$ cat config.mk
export PLATFORM = sky130hd
export DESIGN_NAME = prg_guard
export DESIGN_NICKNAME = d
export VERILOG_FILES = /design/src/rtl/prg_pkg.sv /design/src/rtl/prg_rst_sync.sv /design/src/rtl/prg_regfile.sv /design/src/rtl/prg_range_cmp.sv /design/src/rtl/prg_result.sv /design/src/rtl/prg_guard.sv
export SDC_FILE = /design/constraint.sdc
export NUM_CORES = 1
export LEC_CHECK = 0
export ABC_AREA = 1
export BUFFER_PORTS_ARGS = -buffer_cell sky130_fd_sc_hd__buf_2
export CAP_MARGIN = 20
export CORE_MARGIN = 3
export CORE_UTILIZATION = 60
export DETAILED_ROUTE_END_ITERATION = 8
export GPL_TIMING_DRIVEN = 0
export PLACE_DENSITY = 0.85
export SLEW_MARGIN = 15
export SYNTH_ARGS = -nofsm -noshare
export SYNTH_HDL_FRONTEND = slang
export SYNTH_SLANG_ARGS = --single-unit
$ cat constraint.sdc
create_clock -name clk -period 5.8 [get_ports clk]
set_input_delay 0.87 -clock clk [delete_from_list [all_inputs] [get_ports clk]]
set_output_delay 0.87 -clock clk [all_outputs]
set_load 0.05 [all_outputs]
$ cat src/rtl/prg_pkg.sv
package prg_pkg;
  localparam int FLASH_AW = 25;
  localparam int PAGE_W   = 12;
  localparam int LIM_W    = FLASH_AW - PAGE_W;
  localparam int REG_W    = 32;
  localparam int WP_BIT   = 31;
  localparam int RP_BIT   = 15;
  localparam int HI_LSB   = 16;
  localparam int LO_LSB   = 0;

  localparam logic [REG_W-1:0] LIM_ONES  = (REG_W'(1) << LIM_W) - REG_W'(1);
  localparam logic [REG_W-1:0] KEEP_MASK = (REG_W'(1) << WP_BIT) |
                                           (REG_W'(1) << RP_BIT) |
                                           (LIM_ONES << HI_LSB)  |
                                           (LIM_ONES << LO_LSB);

  typedef struct packed {
    logic             wr_en;
    logic             rd_en;
    logic [LIM_W-1:0] hi_pg;
    logic [LIM_W-1:0] lo_pg;
  } win_t;

  function automatic win_t word_to_win(input logic [REG_W-1:0] w);
    win_t r;
    r.wr_en = w[WP_BIT];
    r.rd_en = w[RP_BIT];
    r.hi_pg = w[HI_LSB +: LIM_W];
    r.lo_pg = w[LO_LSB +: LIM_W];
    return r;
  endfunction
endpackage

$ cat src/rtl/prg_rst_sync.sv
module prg_rst_sync (
  input  logic clk,
  input  logic rst_n,
  output logic rst_sync_n
);
  logic meta_q;
  logic out_q;

  always_ff @(posedge clk or negedge rst_n) begin
    if (!rst_n) begin
      meta_q <= 1'b0;
      out_q  <= 1'b0;
    end else begin
      meta_q <= 1'b1;
      out_q  <= meta_q;
    end
  end

  assign rst_sync_n = out_q;
endmodule

$ cat src/rtl/prg_regfile.sv
module prg_regfile #(
  parameter int NUM_RANGES = 5,
  parameter int IDX_W      = 3,
  parameter int REG_W      = prg_pkg::REG_W
) (
  input  logic                             clk,
  input  logic                             rst_n,
  input  logic                             cfg_we,
  input  logic [IDX_W-1:0]                 cfg_idx,
  input  logic [REG_W-1:0]                 cfg_wdata,
  output logic [REG_W-1:0]                 cfg_rdata,
  input  logic                             lock_req,
  output logic                             lock_o,
  output logic [NUM_RANGES-1:0][REG_W-1:0] words_o
);
  import prg_pkg::*;

  logic [NUM_RANGES-1:0][REG_W-1:0] word_q;
  logic [NUM_RANGES-1:0][REG_W-1:0] word_d;
  logic                             lock_q;
  logic                             lock_d;
  logic                             idx_ok;

  assign idx_ok = (int'(cfg_idx) < NUM_RANGES);

  always_comb begin
    lock_d = lock_q | lock_req;
  end

  for (genvar i = 0; i < NUM_RANGES; i++) begin : g_word
    logic sel;
    assign sel = cfg_we && !lock_q && (int'(cfg_idx) == i);

    always_comb begin
      word_d[i] = word_q[i];
      if (sel) word_d[i] = cfg_wdata & KEEP_MASK;
    end

    always_ff @(posedge clk or negedge rst_n) begin
      if (!rst_n)   word_q[i] <= '0;
      else if (sel) word_q[i] <= word_d[i];
    end
  end

  always_ff @(posedge clk or negedge rst_n) begin
    if (!rst_n) lock_q <= 1'b0;
    else        lock_q <= lock_d;
  end

  always_comb begin
    cfg_rdata = '0;
    for (int i = 0; i < NUM_RANGES; i++) begin
      if (idx_ok && int'(cfg_idx) == i) cfg_rdata = word_q[i];
    end
  end

  assign lock_o  = lock_q;
  assign words_o = word_q;

  p_frozen_r5: assert property (@(posedge clk) disable iff (!rst_n)
    lock_q |=> $stable(word_q));
  p_lock_sticky_r5: assert property (@(posedge clk) disable iff (!rst_n)
    lock_q |=> lock_q);
  p_oob_ignored_r3: assert property (@(posedge clk) disable iff (!rst_n)
    (cfg_we && !idx_ok) |=> $stable(word_q));
endmodule

$ cat src/rtl/prg_range_cmp.sv
module prg_range_cmp #(
  parameter int FLASH_AW = prg_pkg::FLASH_AW,
  parameter int PAGE_W   = prg_pkg::PAGE_W,
  parameter int REG_W    = prg_pkg::REG_W
) (
  input  logic [REG_W-1:0]    word_i,
  input  logic [FLASH_AW-1:0] addr_i,
  input  logic                is_write_i,
  output logic                hit_o
);
  import prg_pkg::*;

  win_t              win;
  logic [FLASH_AW-1:0] lo_addr;
  logic [FLASH_AW-1:0] hi_addr;
  logic              in_win;
  logic              kind_en;

  always_comb begin
    win     = word_to_win(word_i);
    lo_addr = {win.lo_pg, {PAGE_W{1'b0}}};
    hi_addr = {win.hi_pg, {PAGE_W{1'b1}}};
    in_win  = (addr_i >= lo_addr) && (addr_i <= hi_addr);
    kind_en = is_write_i ? win.wr_en : win.rd_en;
    hit_o   = in_win && kind_en;
  end
endmodule

$ cat src/rtl/prg_result.sv
module prg_result #(
  parameter int NUM_RANGES = 5
) (
  input  logic                  clk,
  input  logic                  rst_n,
  input  logic                  chk_valid,
  input  logic                  enforce,
  input  logic [NUM_RANGES-1:0] hits,
  output logic                  res_valid,
  output logic                  res_deny
);
  logic valid_d, valid_q;
  logic deny_d,  deny_q;

  always_comb begin
    valid_d = chk_valid;
    deny_d  = chk_valid && enforce && (|hits);
  end

  always_ff @(posedge clk or negedge rst_n) begin
    if (!rst_n) begin
      valid_q <= 1'b0;
      deny_q  <= 1'b0;
    end else begin
      valid_q <= valid_d;
      deny_q  <= deny_d;
    end
  end

  assign res_valid = valid_q;
  assign res_deny  = deny_q;
endmodule

$ cat src/rtl/prg_guard.sv
module prg_guard #(
  parameter int NUM_RANGES = 5,
  parameter int IDX_W      = 3,
  parameter int FLASH_AW   = prg_pkg::FLASH_AW,
  parameter int REG_W      = prg_pkg::REG_W
) (
  input  logic                clk,
  input  logic                rst_n,
  input  logic                cfg_we,
  input  logic [IDX_W-1:0]    cfg_idx,
  input  logic [REG_W-1:0]    cfg_wdata,
  output logic [REG_W-1:0]    cfg_rdata,
  input  logic                lock_req,
  output logic                locked,
  input  logic                chk_valid,
  input  logic [FLASH_AW-1:0] chk_addr,
  input  logic                chk_is_write,
  output logic                res_valid,
  output logic                res_deny
);
  logic                             rst_int_n;
  logic [NUM_RANGES-1:0][REG_W-1:0] words;
  logic [NUM_RANGES-1:0]            hits;

  prg_rst_sync u_rst (
    .clk        (clk),
    .rst_n      (rst_n),
    .rst_sync_n (rst_int_n)
  );

  prg_regfile #(.NUM_RANGES(NUM_RANGES), .IDX_W(IDX_W), .REG_W(REG_W)) u_regs (
    .clk       (clk),
    .rst_n     (rst_int_n),
    .cfg_we    (cfg_we),
    .cfg_idx   (cfg_idx),
    .cfg_wdata (cfg_wdata),
    .cfg_rdata (cfg_rdata),
    .lock_req  (lock_req),
    .lock_o    (locked),
    .words_o   (words)
  );

  for (genvar i = 0; i < NUM_RANGES; i++) begin : g_cmp
    prg_range_cmp #(.FLASH_AW(FLASH_AW), .REG_W(REG_W)) u_cmp (
      .word_i     (words[i]),
      .addr_i     (chk_addr),
      .is_write_i (chk_is_write),
      .hit_o      (hits[i])
    );
  end

  prg_result #(.NUM_RANGES(NUM_RANGES)) u_res (
    .clk       (clk),
    .rst_n     (rst_int_n),
    .chk_valid (chk_valid),
    .enforce   (locked),
    .hits      (hits),
    .res_valid (res_valid),
    .res_deny  (res_deny)
  );

  p_valid_follows_r8: assert property (@(posedge clk) disable iff (!rst_int_n)
    chk_valid |=> res_valid);
  p_valid_idle_r8: assert property (@(posedge clk) disable iff (!rst_int_n)
    !chk_valid |=> !res_valid);
  p_deny_qualified_r8: assert property (@(posedge clk) disable iff (!rst_int_n)
    res_deny |-> res_valid);
  p_no_deny_unlocked_r4: assert property (@(posedge clk) disable iff (!rst_int_n)
    !locked |=> !res_deny);
  p_rsvd_zero_r2: assert property (@(posedge clk) disable iff (!rst_int_n)
    (cfg_rdata[30:29] == 2'b00) && (cfg_rdata[14:13] == 2'b00));
endmodule

==> results by group, run 1 <==
Yosys
  • Number of synthesized register bits: 145
  • YS warnings: 0
  • Mapped Avg Cell Area: 7.48 um2
  • Post-Synthesis Cells: 1,371
  • Cell Area, Synth: 10,300 um2
  • Post-synth cell types: 32
  • Sequential fraction of the synthesis area: 35.4%

Die
  • DIE HEIGHT: 137 um
  • Io pins: 101
  • CORE AREA: 16,600 um2
  • Row count: 47
  • Die W: 137 um
  • Die area: 18,700 um2
  • Initial Utilization: 61.6%

Drt
  • Vias: 9,851
  • Final ANT Viol Nets: 0
  • DR vias/cell: 5.73
  • WL per Instance: 18.3 um
  • Drt first-iter violations: 841
  • Remaining DRCs: 0
  • Drt total wl: 31.5 mm
  • DRT Pass-1 Iters: 5

Timing
  • Worst Tran Pin Value: 0.666 ns
  • Post-route worst setup slack: 2.56 ns
  • Fmax achieved: 309 MHz
  • Setup_tns: 0 ns
  • RSZ-0062 raised after global routing: no
  • Final worst-path cycle share: 55.8%
  • Max-slew violation count: 0
  • Setup Skew: 0.00850 ns
  • Fin crit period: 3.24 ns
  • Endpoints failing setup: 0
  • Final hold vios: 0
  • Worst slew margin: 55.6%

Layout
  • Final instance area: 11,700 um2
  • Fraction of layout cells with a size suffix above 1: 15.1%
  • Final-stage net count: 1,682
  • Area of the multi-input gates: 5520 um2
  • Ant diodes: 0
  • Synthesis-to-finish area growth: 13.9%
  • FF+latch area: 3630 um2
  • FILL cells: 1,349

Critical path
  • CP max FO: 10
  • CP startpoint kind: input pin
  • Critical path class: in2out
  • Crit path cell chain: buf_2, nor3_2, buf_2, buf_2, nand2_1, nand3_1, buf_2
  • CP endpoint kind: output pin
  • Critical Path RT: 4.93 ns
  • CP max stage delay: 0.34 ns
  • CP max stage cell: buf_2
  • Worst Path Buf+Inv: 4
  • Worst Path Arrival: 2.37 ns
  • Worst path top cell family by delay: buffers and inverters
  • Critical Path Most Common Cell: buf_2

Placed design
  • Routability cong.: 0.973
  • Buffers on Ports: 91
  • Placed Area: 11,100 um2
  • Placement Setup Slack: 2.60 ns
  • Post-DP HPWL: 23.1 mm

Power
  • Sw power: 0.000811 W
  • Clock power frac: 43.8%
  • Pwr/cell area: 233 nW/um2
  • Leak: 5.79 nW
  • Sw frac: 29.8%
  • VDD IR max: 0.241 mV
  • Sequential fraction of design power: 39.8%
  • Internal power: 0.00191 W
  • Pwr Total: 0.00272 W
  • Combinational power share: 16.4%

Global route
  • Largest net degree at the start of global routing: 57
  • Met2 usage: 56.4%
  • Overflow left after global routing: 0
  • GR peak layer: met2
  • First-pass GRT wire length: 49.3 mm
  • GRT Util Overall: 34.7%
  • Initial antenna violation count: 1
  • Grt met3 use: 8.75%
  • Global-route met1 utilization: 42.4%
  • Number of global-route vias before repair: 9,610

Clock network
  • Root Buffer Master: clkbuf_16
  • Worst skew pair latency: 0.45 ns
  • Setup repair bufs after CTS: 0
  • CTS tree: built
  • H-Tree Depth: 4
  • CTS buffer count: 17
  • Max Buffers Root-to-Sink: 2
  • Hold buffers post-CTS: 0
  • Clock Pin Slew Worst Setup and Hold Paths: 0.07 ns
  • Post-CTS Resized: 0
  • CTS sink cnt: 145

Min path
  • Worst hold path class: in2async

Status
  • Status: completed

Run
  • Max capacitance violation total: 0
## power by group through the flow
| stage | clock network, W | registers (W) | logic [W] |
|---|---|---|---|
| floorplan | 0 | 0.00110 | 0.000285 |
| global placement | 0 | 0.00111 | 0.000404 |
| detailed placement | 0 | 0.00110 | 0.000436 |
| CTS | 0.00119 | 0.00108 | 0.000441 |
| global route | 0.00123 | 0.00109 | 0.000503 |
| finish | 0.00119 | 0.00108 | 0.000446 |
## cells by family after synthesis
logic type	count (synthesis)	share of synthesized area, %
and+or+nand+nor	570	22.7
AOI/OAI and AO/OA	261	14.7
buffers and inverters	260	10.9
DFF	145	35.4
adders and majority gates	130	15.9
muxes	3	0.329
other	2	0.0733
## path summary, 6_finish.rpt
check / slack, ns / start / endpoint / cells after the start
max: 2.56 / cfg_idx[1] / cfg_rdata[15] / 7
min: 0.19 / rst_n / u_rst.rst_sync_n / 1
max reg2reg: 3.57 / u_regs.words_o[140] / u_res.res_deny / 8
min reg2reg: 0.33 / u_rst.rst_sync_n / u_regs.words_o[149] / 0
max in group asynchronous: 4.78 / u_rst.rst_sync_n / u_regs.words_o[104] / 1
min in group clk: 0.35 / u_rst.meta_q / u_rst.rst_sync_n / 0
## stage by stage
stage	instances	hold WS (ns)	util (%)
2_1_floorplan	1374	0.331	-
3_3_place_gp	1685	0.336	66.1
3_5_place_dp	1687	0.342	66.4
4_1_cts	1719	0.192	70.2
5_1_grt	1719	0.186	70.2
6_report	1719	0.190	70.2
## cell usage after synthesis
library cell	instances	share of area, %
nor2_1	63	2.3
buf_2	22	1.1
nand3_1	63	3.1
clkbuf_1	5	0.18
a22o_1	2	0.17
nand4_1	7	0.43
buf_4	9	0.66
buf_1	1	0.037
o22ai_1	26	1.6
nor3_4	2	0.32
nor3_1	7	0.34
nor2_2	2	0.12
o21ai_0	38	1.9
nand2_1	412	15
inv_1	207	7.6
ha_1	130	16
buf_6	11	1.2
nand2_2	3	0.18
o21ai_1	74	3.6
nor3b_1	1	0.073
o211ai_1	1	0.073
conb_1	2	0.073
nand3b_1	4	0.29
nor3_2	3	0.29
nor4_1	2	0.12
a21oi_1	76	3.7
o21ai_2	40	3.4
or2_2	1	0.061
dfrtp_1	145	35
mux2_2	3	0.33
o21bai_1	4	0.29
inv_2	5	0.18
## layout by cell type (no fill, tap or decap), drive strengths merged, types with 26 or more instances in the layout
cell / count
o22ai: 26
nand2: 415
o21ai: 152
inv: 217
buf: 136
a21oi: 76
ha: 130
nor2: 65
dfrtp: 145
nand3: 63
## layout make-up
cell class,instances,share of cell area (%)
clock buffers,20,3.91
inverters,212,6.81
well taps,220,2.36
plain buffers,48,2.77
repair buffers,93,4.37
flip-flops and latches,145,31.1
clock inverters,12,1.46
multi-input cells,969,47.2
## per-layer routing
layer | wire [um] | up-vias
li1 | - | 4666
met4 | 1650 | 2
met3 | 2890 | 144
met1 | 12200 | 4554
met2 | 14700 | 485
met5 | 13 | -
## flip-flops by register name, indices dropped and copies added (netlist names)
signal / flops
u_res.res_valid: 1
u_rst.rst_sync_n: 1
u_rst.meta_q: 1
u_res.res_deny: 1
u_regs.lock_o: 1
u_regs.words_o: 140
No activity file was read; power rests on OpenSTA's default activity.
==> run 2: changes to the inputs <==
--- a/config.mk
+++ b/config.mk
@@ -9,10 +9,10 @@
 export BUFFER_PORTS_ARGS = -buffer_cell sky130_fd_sc_hd__buf_2
 export CAP_MARGIN = 20
 export CORE_MARGIN = 3
-export CORE_UTILIZATION = 60
+export CORE_UTILIZATION = 55
 export DETAILED_ROUTE_END_ITERATION = 8
 export GPL_TIMING_DRIVEN = 0
-export PLACE_DENSITY = 0.85
+export PLACE_DENSITY = 0.82
 export SLEW_MARGIN = 15
 export SYNTH_ARGS = -nofsm -noshare
 export SYNTH_HDL_FRONTEND = slang
==> constraint.sdc (replaced) <==
create_clock -name clk -period 2.7 [get_ports clk]
set_input_delay 0.405 -clock clk [delete_from_list [all_inputs] [get_ports clk]]
set_output_delay 0.405 -clock clk [all_outputs]
set_load 0.05 [all_outputs]
==> results by group, run 2 (synthesis results as in run 1) <==
Status
  • Status: completed

Die
  • Io pins: 101 (unchanged)
  • CORE AREA: 18,100 um2 (+9.0%)
  • Die W: 143 um (+4.2%)
  • Die area: 20,300 um2 (+8.7%)
  • Row count: 49 (+4.3%)
  • Initial Utilization: 56.5% (-5.1 points)
  • DIE HEIGHT: 143 um (+4.2%)

Layout
  • Final-stage net count: 1,683 (+0.059%)
  • Final instance area: 11,700 um2 (-0.23%)
  • Most frequent cells in the layout: nand2_1, inv_1, dfrtp_1, ha_1, buf_2
  • Most common cell after layout, fill and taps aside: nand2_1
  • Fraction of layout cells with a size suffix above 1: 15.1% (about the same)
  • Non-filler cells in the finished layout: 1,729 (+0.58%)
  • Max FFs per register: 140 (unchanged)
  • Ant diodes: 0 (unchanged)
  • Synthesis-to-finish area growth: 13.7%

Critical path
  • CP endpoint kind: output pin
  • Critical path class: in2out
  • CP startpoint kind: input pin
  • Origin of the critical flop-to-flop path: u_regs.words_o[140]
  • Register-to-Register Setup Slack: 0.60 ns (-2.97 ns)
  • Critical Path RT: 2.30 ns (-2.63 ns)
  • CP max FO: 10 (unchanged)
  • Worst Path Arrival: 1.95 ns (-0.42 ns)
  • Worst reg2reg path endpoint: u_res.res_deny
  • CP startpoint: cfg_idx[1]
  • R2R depth: 8 (unchanged)

Drt
  • Remaining DRCs: 0 (unchanged)
  • Drt first-iter violations: 962 (+14%)
  • Final ANT Viol Nets: 0 (unchanged)
  • WL per Instance: 17.8 um (-2.6%)
  • DR vias/cell: 5.57 (-2.7%)
  • DRT Pass-1 Iters: 5 (unchanged)
  • Vias: 9,639 (-2.2%)
  • Drt total wl: 30.8 mm (-2.1%)

Timing
  • Fin crit period: 2.35 ns
  • RSZ-0062 raised after global routing: no
  • Max-slew violation count: 0 (unchanged)
  • Worst Tran Pin Value: 0.650 ns (-0.0162 ns)
  • Fmax achieved: 425 MHz
  • Final hold vios: 0 (unchanged)
  • Endpoints failing setup: 0 (unchanged)
  • Worst slew margin: 56.7% (+1.1 points)
  • Setup Skew: 0.0184 ns (+0.00990 ns)
  • Final worst-path cycle share: 87.1%

Min path
  • Min-delay src: chk_valid
  • Hold Crit Depth: 1
  • Worst hold path class: in2reg
  • WHS Endpoint: u_res.res_valid

Global route
  • Overflow left after global routing: 0 (unchanged)
  • Number of global-route vias before repair: 9,273 (-3.5%)
  • First-pass GRT wire length: 48.3 mm (-1.9%)
  • GRT Util Overall: 30.8% (-3.9 points)
  • Initial antenna violation count: 0 (-1)
  • Largest net degree at the start of global routing: 61 (+7.0%)

Clock network
  • Clock Pin Slew Worst Setup and Hold Paths: 0.06 ns (about the same)
  • Worst skew pair latency: 0.44 ns (about the same)
  • H-Tree Depth: 4 (unchanged)
  • CTS buffer count: 17 (unchanged)
  • CTS sink cnt: 145 (unchanged)
  • CTS tree: built
  • Max Buffers Root-to-Sink: 2 (unchanged)
  • Post-CTS Resized: 0 (unchanged)
  • Root Buffer Master: clkbuf_16

Placed design
  • Placed Instances: 1,696 (+0.53%)
  • Post-DP HPWL: 23.0 mm (-0.28%)
  • Placed Area: 11,100 um2 (+0.10%)
  • Buffers on Ports: 91 (unchanged)
  • Routability cong.: 0.967 (-0.60%)

Power
  • VDD IR max: 0.450 mV (+86%)
  • Leak: 5.78 nW (-0.23%)
  • Pwr/cell area: 484 nW/um2 (+110%)

Run
  • Max capacitance violation total: 0 (unchanged)
==> run 2: cell count changes in the layout (fill, tap and decap cells not counted), sizes merged <==
| cell | delta |
|---|---|
| clkinv | +6 |
| clkbuf | -1 |
| bufinv | -1 |
| dlygate4sd3 | +1 |
| inv | -4 |
==> run 2: area by class of cell <==
cell class	count	area, um2
fillers	1585	6490
multi-input cells	969	5520
flip-flops and latches	145	3630
inverters	212	796
repair buffers	94	520
clock buffers	19	443
plain buffers	48	324
well taps	229	287
clock inverters	13	136
==> run 2: worst max-delay path by stage <==
stage | end | cells after the start
2_1_floorplan | u_regs.lock_o | 0
3_3_place_gp | u_regs.words_o[101] | 0
3_5_place_dp | cfg_rdata[15] | 7
4_1_cts | cfg_rdata[15] | 7
5_1_grt | cfg_rdata[19] | 8
6_report | cfg_rdata[15] | 7
==> run 2: stage by stage <==
step	total power, W	util [%]	hold WS [ns]	setup TNS [ns]	worst slack (ns)
floorplan	0.00298	-	0.109	0	0.294
global placement	0.00326	60.7	0.191	-82.64	-0.594
detailed placement	0.00330	61.0	0.192	0	0.406
CTS	0.00562	64.2	0.0915	0	0.407
global route	0.00587	64.2	0.0972	0	0.330
finish	0.00564	64.2	0.0988	0	0.348
==> run 2: worst max-delay path, cell delays in order <==
cell and delay (ns):
buf_2 0.15, nor3_2 0.22, buf_2 0.29, buf_2 0.35, nand2_1 0.09, nand3_1 0.15, buf_2 0.29
==> run 2: per-layer routing <==
layer  global-route usage, %  routed length [um]  vias up  share of wire, %
met1                    40.9               12900     4453                42
met2                    49.2               14100      439                46
met5                       0                   0        -                 0
li1                        -                   -     4649                 -
met4                    13.0                1180        0               3.8
met3                    6.12                2670       98               8.7
==> run 2: repair_timing <==
item / CTS / global route
endpoints found under the setup margin: 0 / 0
setup buffers: 0 / 0
hold buffers: 1 / 0
endpoints found under the hold margin: 2 / 0
==> run 2: power breakdown <==
part / internal (W) / switching [W] / total, W
Sequential: 0.00225 / 0.0000721 / 0.00232
Clock: 0.00138 / 0.000975 / 0.00236
Combinational: 0.000330 / 0.000625 / 0.000955
Total: 0.00397 / 0.00167 / 0.00564
